--- src/rtl/barrier_sync_pkg.sv ---
// Package: shared types for the barrier synchronizer.
// Assumes nothing beyond standard SystemVerilog.
package barrier_sync_pkg;

    // Which barrier a processor will reach next.
    typedef enum logic {
        PH_ODD  = 1'b0,
        PH_EVEN = 1'b1
    } phase_e;

    // Returns the phase that follows the given one.
    function automatic phase_e next_phase(input phase_e ph);
        return (ph == PH_ODD) ? PH_EVEN : PH_ODD;
    endfunction

endpackage

--- src/rtl/barrier_member.sv ---
// Module: per-processor barrier state.
// It holds the odd and even flags, a waiting bit and the processor's parity.
// Assumes the barrier level comes from the shared flip-flop and that arrivals
// are one-cycle pulses. Arrivals while waiting are dropped.
module barrier_member
    import barrier_sync_pkg::*;
(
    input  logic clk,
    input  logic rst_n,
    input  logic arrive,
    input  logic barrier_lvl,
    output logic odd_flag,
    output logic even_flag,
    output logic release_p,
    output logic parity
);

    phase_e phase_q;
    logic   waiting_q;
    logic   odd_q;
    logic   even_q;
    logic   level_match;

    // The level that frees this processor depends on the barrier it waits at.
    assign level_match = (phase_q == PH_ODD) ? barrier_lvl : ~barrier_lvl;
    assign release_p   = waiting_q & level_match;
    assign odd_flag    = odd_q;
    assign even_flag   = even_q;
    assign parity      = (phase_q == PH_EVEN);

    // Records arrivals, swaps the flags and advances the parity on release.
    always_ff @(posedge clk) begin
        if (!rst_n) begin
            phase_q   <= PH_ODD;
            waiting_q <= 1'b0;
            odd_q     <= 1'b0;
            even_q    <= 1'b0;
        end else if (release_p) begin
            waiting_q <= 1'b0;
            phase_q   <= next_phase(phase_q);
        end else if (arrive && !waiting_q) begin
            waiting_q <= 1'b1;
            if (phase_q == PH_ODD) begin
                odd_q  <= 1'b1;
                even_q <= 1'b0;
            end else begin
                even_q <= 1'b1;
                odd_q  <= 1'b0;
            end
        end
    end

endmodule

--- src/rtl/barrier_and_tree.sv ---
// Module: balanced AND reduction with a registered root.
// It pads the leaves up to a power of two with ones. The result lags its
// inputs by one clock.
module barrier_and_tree #(
    parameter int WIDTH = 4
) (
    input  logic             clk,
    input  logic             rst_n,
    input  logic [WIDTH-1:0] leaf,
    output logic             all_q
);

    localparam int LEVELS = (WIDTH > 1) ? $clog2(WIDTH) : 0;
    localparam int LEAVES = 1 << LEVELS;

    logic [2*LEAVES-1:1] node;

    // Fill the leaf row, using ones beyond the live inputs.
    for (genvar i = 0; i < LEAVES; i++) begin : g_leaf
        if (i < WIDTH) begin : g_live
            assign node[LEAVES+i] = leaf[i];
        end else begin : g_pad
            assign node[LEAVES+i] = 1'b1;
        end
    end

    // Combine pairs of children into their parent.
    for (genvar n = 1; n < LEAVES; n++) begin : g_inner
        assign node[n] = node[2*n] & node[2*n+1];
    end

    // Register the root to fix the pipeline depth.
    always_ff @(posedge clk) begin
        if (!rst_n) all_q <= 1'b0;
        else        all_q <= node[1];
    end

endmodule

--- src/rtl/barrier_srff.sv ---
// Module: set/reset flip-flop that holds the barrier level.
// Assumes set and clear are never active together. If they are, set wins.
module barrier_srff (
    input  logic clk,
    input  logic rst_n,
    input  logic set_i,
    input  logic clr_i,
    output logic q
);

    // Update the level, or hold it when neither input is active.
    always_ff @(posedge clk) begin
        if (!rst_n)     q <= 1'b0;
        else if (set_i) q <= 1'b1;
        else if (clr_i) q <= 1'b0;
    end

endmodule

--- src/rtl/barrier_sync.sv ---
// Module: top of the barrier synchronizer.
// It has one member per processor, one AND tree for the odd flags and one for
// the even flags, and a set/reset flip-flop that makes the shared level.
// Assumes NPROC >= 1 and one-cycle arrival pulses.
module barrier_sync #(
    parameter int NPROC = 4
) (
    input  logic             clk,
    input  logic             rst_n,
    input  logic [NPROC-1:0] arrive_i,
    output logic [NPROC-1:0] release_o,
    output logic [NPROC-1:0] parity_o,
    output logic             barrier_o
);

    logic [NPROC-1:0] odd_flags;
    logic [NPROC-1:0] even_flags;
    logic             odd_all_q;
    logic             even_all_q;

    // One state slice per processor.
    for (genvar p = 0; p < NPROC; p++) begin : g_member
        barrier_member u_member (
            .clk        (clk),
            .rst_n      (rst_n),
            .arrive     (arrive_i[p]),
            .barrier_lvl(barrier_o),
            .odd_flag   (odd_flags[p]),
            .even_flag  (even_flags[p]),
            .release_p  (release_o[p]),
            .parity     (parity_o[p])
        );
    end

    // Reduction over the odd flags, which drives set.
    barrier_and_tree #(.WIDTH(NPROC)) u_odd_tree (
        .clk  (clk),
        .rst_n(rst_n),
        .leaf (odd_flags),
        .all_q(odd_all_q)
    );

    // Reduction over the even flags, which drives clear.
    barrier_and_tree #(.WIDTH(NPROC)) u_even_tree (
        .clk  (clk),
        .rst_n(rst_n),
        .leaf (even_flags),
        .all_q(even_all_q)
    );

    // Holds the shared barrier level.
    barrier_srff u_level (
        .clk  (clk),
        .rst_n(rst_n),
        .set_i(odd_all_q),
        .clr_i(even_all_q),
        .q    (barrier_o)
    );

endmodule

--- config.mk ---
export PLATFORM = sky130hd
export DESIGN_NAME = barrier_sync
export DESIGN_NICKNAME = d
export VERILOG_FILES = /design/src/rtl/barrier_sync_pkg.sv /design/src/rtl/barrier_member.sv /design/src/rtl/barrier_and_tree.sv /design/src/rtl/barrier_srff.sv /design/src/rtl/barrier_sync.sv
export SDC_FILE = /design/constraint.sdc
export NUM_CORES = 1
export LEC_CHECK = 0
export CORE_MARGIN = 2
export CORE_UTILIZATION = 50
export CTS_BUF_LIST = sky130_fd_sc_hd__clkbuf_8 sky130_fd_sc_hd__clkbuf_16
export DETAILED_ROUTE_END_ITERATION = 10
export MAX_ROUTING_LAYER = met4
export PLACE_DENSITY = 0.88
export SETUP_SLACK_MARGIN = 0.2
export SLEW_MARGIN = 25
export SYNTH_ARGS = -nofsm -noshare
export SYNTH_HDL_FRONTEND = slang
export SYNTH_SLANG_ARGS = --single-unit
--- constraint.sdc ---
create_clock -name clk -period 3.36 [get_ports clk]
set_clock_uncertainty 0.2 [all_clocks]
set_input_delay 0.672 -clock clk [delete_from_list [all_inputs] [get_ports clk]]
set_output_delay 0.672 -clock clk [all_outputs]
set_load 0.01 [all_outputs]
==> key figures, run 1 <==
Run status
  • Status: finished, final reports clean

Drt
  • Initial DRT Pass Iterations: 6
  • DRC: 0
  • Via count: 572
  • Routed vias/inst: approximately 5.2
  • Starting DRT DRC Count: 12
  • Final ANT Viol Nets: 0
  • Mean routed wirelength per cell: between 10 and 15 um
  • Total wire length: roughly 1.3 mm

Final layout
  • Post-layout util: between 60% and 70%
  • Final #Nets: 100
  • Area Growth Syn to Fin: 15.5%
  • ANT cells: 0
  • Layout cell share with drive strength beyond 1: 8.60%
  • Fin cells: around 110

Yosys
  • Synth top area share: 46.6%
  • Largest family of logic cells by synthesized area: simple AND/OR/NAND/NOR gates
  • Post-Syn Nets: 91
  • Yosys cell types: 17
  • Post-Synth XOR/XNOR Area: under 10%
  • Simple-gate share of the synthesized area: 22.2%
  • Netlist Area Pre-Place: 817 um2
  • Complex-gate fraction of the synthesized area: 6.58%
  • Synth area leaders: dfxtp_1 47%, mux2i_1 9.8%, buf_4 8.3%, nor2_1 6.4%, nand2b_4 5.1%
  • Area leader, netlist: dfxtp_1
  • Post-synthesis adder-cell area fraction: 0%
  • Sequential share of the synthesized area: between 40% and 50%
  • Post-Syn Instances: 85
  • Synth warn: 0
  • Synthesized area per cell: slightly below 10 um2
  • Mux contribution to synthesized area: 9.80%
  • Synth Register Bits: 19

Global route
  • Met3 Resource Use GR: 2.45%
  • Top Usage Layer GRT: met2
  • Met1 GRT Util: 18.7%
  • Vias in the first global route: 499
  • Gr usage total: 16.0%
  • Met2 Usage GRT: 24.1%
  • Largest net degree at the start of global routing: 18
  • Initial antenna violation count: 0
  • First-pass GRT wire length: 2.14 mm
  • GRT overflow: 0

Power and ir drop
  • Combinational group share of total power: 9.1%
  • Clock share of power: 34.7%
  • P_sw: 0.0980 mW
  • Pleak: 0.404 nW
  • IR drop worst, VDD: 0.266 mV
  • Cell area power density: 464 mW/mm2
  • Tot Pwr: 0.438 mW
  • Sw Share: 22.4%
  • Internal power: 0.340 mW
  • Sequential share of power: 56.2%

CTS
  • Worst-path clk slew: 70 ps
  • CTS hold repair buffers: 0
  • CTS tree: yes
  • Worst-case clock buffer depth: 2
  • Num CTS Buffers: 3
  • Post-CTS Setup Bufs: 0
  • H-tree depth: 1
  • Clk Tree Root Cell: clkbuf_8
  • Clock latency on the worst-skew pair: 250 ps
  • # clock sinks: 19
  • Post-cts resize count: 0

STA
  • Slew @ Worst Pin: 414 ps
  • Hold Vio Cnt, Final: 0
  • Worst Slack Setup Final: 772 ps
  • Max-slew violation count: 0
  • Final period utilization: 77.0%
  • TNS Setup: 0 ps
  • Final setup fails: 0
  • Max Freq: 386 MHz
  • Slew margin rel.: 72.4%
  • Minimum clock period: 2590 ps
  • RSZ-0062 raised after global routing: false

Critical path
  • Critical Path Sink Type: output port
  • Critical path startpoint: u_level.q$_SDFFE_PN0P_
  • Crit path largest cell delay: 570 ps
  • Reg-to-reg slack, setup: about 2200 ps
  • Crit Path Max Fanout: 10
  • Crit path arrival time: 1720 ps
  • Crit path cell chain: xor2_1 -> and2_1 -> clkdlybuf4s50_1
  • Critical R2R Launch: u_level.q$_SDFFE_PN0P_
  • Slowest CP cell: dfxtp_1
  • CP Launch Type: register
  • Crit Path Class: reg2out
  • CP required: 2490 ps

Floorplan
  • Die area: about 0.0020 mm2
  • I/O pins: 15
  • Core ar.: 0.00152 mm2
  • Die Y: between 40 and 50 um
  • Cell Rows: 14
  • Die width: 44.4 um
  • Starting Density: 53.6%

Placement
  • Pre-CTS setup slack: 1030 ps
  • GPL Wtd Cong: 0.745
  • Placed insts: 105
  • DP Wirelength: roughly 940 um
  • I/O Buffers: 14

Hold path
  • Hold path startpoint: g_member[3].u_member.even_flag$_SDFFE_PN0P_
  • Hold crit path type: reg2reg

Run
  • Max-cap violations: 0
## state kept, by name (all words and copies together), names as in the netlist
register                     count
g_member.u_member.even_flag      4
g_member.u_member.odd_flag       4
u_level.q                        1
u_odd_tree.all_q                 1
g_member.u_member.parity         4
u_even_tree.all_q                1
g_member.u_member.waiting_q      4
## cells by family (layout without fill, tap and decap cells)
| group | count (synthesis) | after routing |
|---|---|---|
| muxes | 8 | 8 |
| buffers and inverters | 12 | 20 |
| AOI/OAI and AO/OA | 10 | 10 |
| DFF | 19 | 19 |
| and+or+nand+nor | 32 | 32 |
| xor gates and xnor gates | 4 | 4 |
## metal layers
layer	vias to the layer above	part of all wire (%)
met5	-	0
met4	0	1.9
met3	4	3.7
met2	11	49
met1	265	46
li1	292	-
## power groups by stage
| stage | Clock (mW) | Combinational, mW | Sequential, mW |
|---|---|---|---|
| CTS | 0.158 | 0.0399 | 0.246 |
| detailed placement | 0 | 0.0398 | 0.251 |
| floorplan | 0 | 0.0290 | 0.249 |
| global placement | 0 | 0.0384 | 0.251 |
| finish | 0.152 | 0.0397 | 0.246 |
| global route | 0.165 | 0.0433 | 0.247 |
## worst max-delay path, delay by kind of cell, from the launching register on
family | cells | cell delay, ps
buffers and inverters | 1 | 530
AND/OR/NAND/NOR | 1 | 150
flip-flops | 1 | 570
XOR/XNOR | 1 | 210
## synth_stat cells, drive strengths merged
library cell  number
xor2               4
nor2b              1
and2               4
inv                2
o21ai              2
nand4              2
nand2              5
a21oi              5
nand2b             3
dfxtp             19
buf               10
nor3b              3
nor2              14
o22ai              3
mux2i              8
## metrics by stage
stage                     area, um2  hold WS [ps]
after floorplan                 817           213
after global placement          898           219
after detailed placement        898           247
after CTS                       943           267
after global routing            943           297
final                           943           272
## worst paths after layout
path	to	depth (start not counted)
worst max-delay path	release_o[1]	3
worst min-delay path	u_even_tree.all_q$_SDFF_PN0_	2
worst max register to register	g_member[2].u_member.waiting_q$_SDFFE_PP0P_	2
worst min register to register	u_even_tree.all_q$_SDFF_PN0_	2
## placed cells by master (no fill, tap or decap)
cell type / count
clkbuf_8: 3
clkdlybuf4s50_1: 14
inv_2: 1
nor2b_2: 1
nor2_1: 14
nand4_1: 2
mux2i_1: 8
xor2_1: 4
dfxtp_1: 19
o21ai_0: 2
a21oi_1: 5
and2_1: 4
inv_1: 2
nand2_1: 5
nand2b_4: 3
nor3b_1: 3
o22ai_1: 3
## final cells by class
type	instances	area, um2
Fill cell	130	581
Sequential cell	19	380
Multi-Input combinational cell	54	350
Timing Repair Buffer	14	140
Clock buffer	3	41.3
Tap cell	16	20.0
Inverter	2	7.51
Clock inverter	1	3.75
No activity file was read; power rests on OpenSTA's default activity.
==> run 2, diff against run 1 <==
--- a/config.mk
+++ b/config.mk
@@ -6,11 +6,11 @@
 export NUM_CORES = 1
 export LEC_CHECK = 0
 export CORE_MARGIN = 2
-export CORE_UTILIZATION = 50
+export CORE_UTILIZATION = 49
 export CTS_BUF_LIST = sky130_fd_sc_hd__clkbuf_8 sky130_fd_sc_hd__clkbuf_16
 export DETAILED_ROUTE_END_ITERATION = 10
 export MAX_ROUTING_LAYER = met4
-export PLACE_DENSITY = 0.88
+export PLACE_DENSITY = 0.86
 export SETUP_SLACK_MARGIN = 0.2
 export SLEW_MARGIN = 25
 export SYNTH_ARGS = -nofsm -noshare
==> constraint.sdc (replaced) <==
create_clock -name clk -period 2.6 [get_ports clk]
set_clock_uncertainty 0.2 [all_clocks]
set_input_delay 0.52 -clock clk [delete_from_list [all_inputs] [get_ports clk]]
set_output_delay 0.52 -clock clk [all_outputs]
set_load 0.01 [all_outputs]
==> run 2 against run 1 <==
Largest power group unchanged; sequential cell count unchanged; hold slack got worse by 16 ps; cell count is the same; highest routed layer unchanged; sequential share of layout area is 0.24 points higher; setup slack worse by 430 ps.
==> key figures, run 2 (same netlist as run 1, synthesis figures left out) <==
Floorplan
  • Die area: 0.00201 mm2 (was 0.00197 mm2)
  • Cell Rows: 14 (unchanged)
  • I/O pins: 15 (unchanged)
  • Die Y: 44.8 um (was 44.4 um)
  • Die width: 44.8 um (was 44.4 um)
  • Core ar.: 0.00154 mm2 (was 0.00152 mm2)
  • Starting Density: 53.0% (was 53.6%)

Global route
  • Initial antenna violation count: 0 (unchanged)
  • Vias in the first global route: 506 (was 499)
  • Gr usage total: 15.7% (was 16.0%)
  • First-pass GRT wire length: 2.17 mm (was 2.14 mm)
  • Largest net degree at the start of global routing: 18 (unchanged)
  • GRT overflow: 0 (unchanged)

Drt
  • Routed vias/inst: 5.13 (was 5.25)
  • Met2 routed WL: 606 um (was 651 um)
  • DRC: 0 (unchanged)
  • Starting DRT DRC Count: 6 (was 12)
  • Top Metal Used: met4 (unchanged)
  • Final ANT Viol Nets: 0 (unchanged)
  • Via count: 559 (was 572)
  • Mean routed wirelength per cell: 11.9 um (was 12.3 um)
  • Initial DRT Pass Iterations: 2 (was 6)
  • Routed length on met3: 40 um (was 49 um)
  • Met1 wire length: 630 um (was 616 um)
  • Total wire length: 1.30 mm (was 1.34 mm)

Critical path
  • Crit Path Class: reg2out (unchanged)
  • Slowest CP cell: clkdlybuf4s50_1 (was dfxtp_1)
  • CP required: 1880 ps (was 2490 ps)
  • Worst reg2reg path depth: 3 (was 2)
  • Crit Path Max Fanout: 5 (was 10)
  • Crit path cell chain: xor2_1 -> and2_1 -> clkdlybuf4s50_1 (unchanged)
  • Crit-path leading delay family: buffers and inverters (was flip-flops)
  • CP bufs+invs: 1 (unchanged)
  • CP Launch Type: register (unchanged)
  • Worst r2r dst: g_member[1].u_member.even_flag$_SDFFE_PN0P_ (was g_member[2].u_member.waiting_q$_SDFFE_PP0P_)
  • Crit path largest cell delay: 530 ps (was 570 ps)
  • Critical Path Sink Type: output port (unchanged)
  • Reg-to-reg slack, setup: 1480 ps (was 2150 ps)
  • Crit path arrival time: 1540 ps (was 1720 ps)
  • Critical R2R Launch: g_member[1].u_member.waiting_q$_SDFFE_PP0P_ (was u_level.q$_SDFFE_PN0P_)

CTS
  • CTS tree: yes (unchanged)
  • Clk Tree Root Cell: clkbuf_8 (unchanged)
  • # clock sinks: 19 (unchanged)
  • Worst-path clk slew: 70 ps (about the same)
  • Post-CTS Setup Bufs: 0 (unchanged)
  • Num CTS Buffers: 3 (unchanged)
  • H-tree depth: 1 (unchanged)
  • Clock latency on the worst-skew pair: 250 ps (about the same)
  • Worst-case clock buffer depth: 2 (unchanged)

Final layout
  • Area Growth Syn to Fin: 15.9% (was 15.5%)
  • ANT cells: 0 (unchanged)
  • Final #Nets: 100 (unchanged)
  • Commonest non-fill, non-tap cell in the layout: dfxtp_1 (unchanged)
  • Layout cell share with drive strength beyond 1: 9.68% (was 8.60%)
  • Highest-count cells in the layout ignoring fill and taps: 18 x dfxtp_1, 14 x nor2_1, 14 x clkdlybuf4s50_1, 8 x mux2i_1 (was 19 x dfxtp_1, 14 x nor2_1, 14 x clkdlybuf4s50_1, 8 x mux2i_1)

Placement
  • DP Wirelength: 928 um (was 945 um)
  • I/O Buffers: 14 (unchanged)
  • GPL Wtd Cong: 0.685 (was 0.745)

STA
  • Max Freq: 443 MHz
  • Hold Slack: 256 ps (was 272 ps)
  • Slew margin rel.: 81.0% (was 72.4%)
  • Final setup fails: 0 (unchanged)
  • RSZ-0062 raised after global routing: false (unchanged)
  • Max-slew violation count: 0 (unchanged)
  • Slew @ Worst Pin: 284 ps (was 414 ps)
  • Minimum clock period: approximately 2300 ps
  • TNS Setup: 0 ps (unchanged)
  • Final period utilization: 86.9%
  • Hold Vio Cnt, Final: 0 (unchanged)

Power and ir drop
  • Pleak: 0.405 nW (was 0.404 nW)
  • IR drop worst, VDD: 0.496 mV (was 0.266 mV)
  • Clock share of power: 34.6% (was 34.7%)
  • Cell area power density: 594 mW/mm2 (was 464 mW/mm2)
  • Internal power: 0.438 mW (was 0.340 mW)
  • Sequential share of power: 56.4% (was 56.2%)
  • Combinational group share of total power: 9.0% (was 9.1%)
  • P_sw: 0.125 mW (was 0.0980 mW)
  • Sw Share: 22.2% (was 22.4%)

Hold path
  • Hold Crit Depth: 2 (unchanged)
  • Hold path startpoint: g_member[0].u_member.odd_flag$_SDFFE_PN0P_ (was g_member[3].u_member.even_flag$_SDFFE_PN0P_)
  • Worst Hold End: u_odd_tree.all_q$_SDFF_PN0_ (was u_even_tree.all_q$_SDFF_PN0_)
  • Hold crit path type: reg2reg (unchanged)

Run status
  • Status: finished, final reports clean (unchanged)

Run
  • Max-cap violations: 0 (unchanged)
-- run 2: area by class of cell --
class	instances	area [um2]
Multi-Input combinational cell	54	350
Sequential cell	19	384
Clock buffer	3	41.3
Clock inverter	1	3.75
Fill cell	145	594
Tap cell	16	20.0
Timing Repair Buffer	14	140
Inverter	2	7.51
-- run 2: routing by layer --
metal | global-route usage (%) | vias up
li1 | - | 290
met1 | 18.1 | 257
met2 | 25.2 | 10
met3 | 3.60 | 2
met4 | 8.82 | 0
met5 | - | -
-- run 2: power by group through the flow --
stage / registers [mW] / clock network [mW] / logic, mW
6_report: 0.318 / 0.195 / 0.0506
5_1_grt: 0.320 / 0.213 / 0.0559
4_1_cts: 0.318 / 0.200 / 0.0512
2_1_floorplan: 0.321 / 0 / 0.0375
3_3_place_gp: 0.324 / 0 / 0.0493
3_5_place_dp: 0.325 / 0 / 0.0507
-- run 2: worst min-delay path: stages (launching register included) --
cell and delay [ps]:
dfxtp_1 310, nand4_1 60, nor2_1 40
-- run 2: what timing repair did --
action                                 in CTS  in global routing
hold buffers                                0                  0
resized for setup                           1                  1
endpoints found under the hold margin       0                  0
setup endpoints to repair                   4                  1
-- run 2: how the worst max path moves through the flow --
stage,from,end,slack (ps),cells after the start
after CTS,u_level.q$_SDFFE_PN0P_,release_o[0],280,3
after floorplan,u_level.q$_SDFFE_PN0P_,release_o[3],950,4
after detailed placement,u_level.q$_SDFFE_PN0P_,release_o[0],420,3
after global routing,g_member[1].u_member.parity$_SDFFE_PN0P_,release_o[1],250,3
after global placement,u_level.q$_SDFFE_PN0P_,release_o[2],460,3
final,g_member[1].u_member.parity$_SDFFE_PN0P_,release_o[1],340,3
-- run 2: per-stage QoR --
stage,setup slack (ps),power [mW],cell area (um2),std cells,utilization [%]
4_1_cts,279,0.569,945,109,61.3
3_5_place_dp,416,0.376,898,105,58.3
5_1_grt,247,0.589,947,109,61.4
6_report,341,0.563,947,109,61.4
3_3_place_gp,458,0.374,898,105,58.3
2_1_floorplan,946,0.359,817,85,-
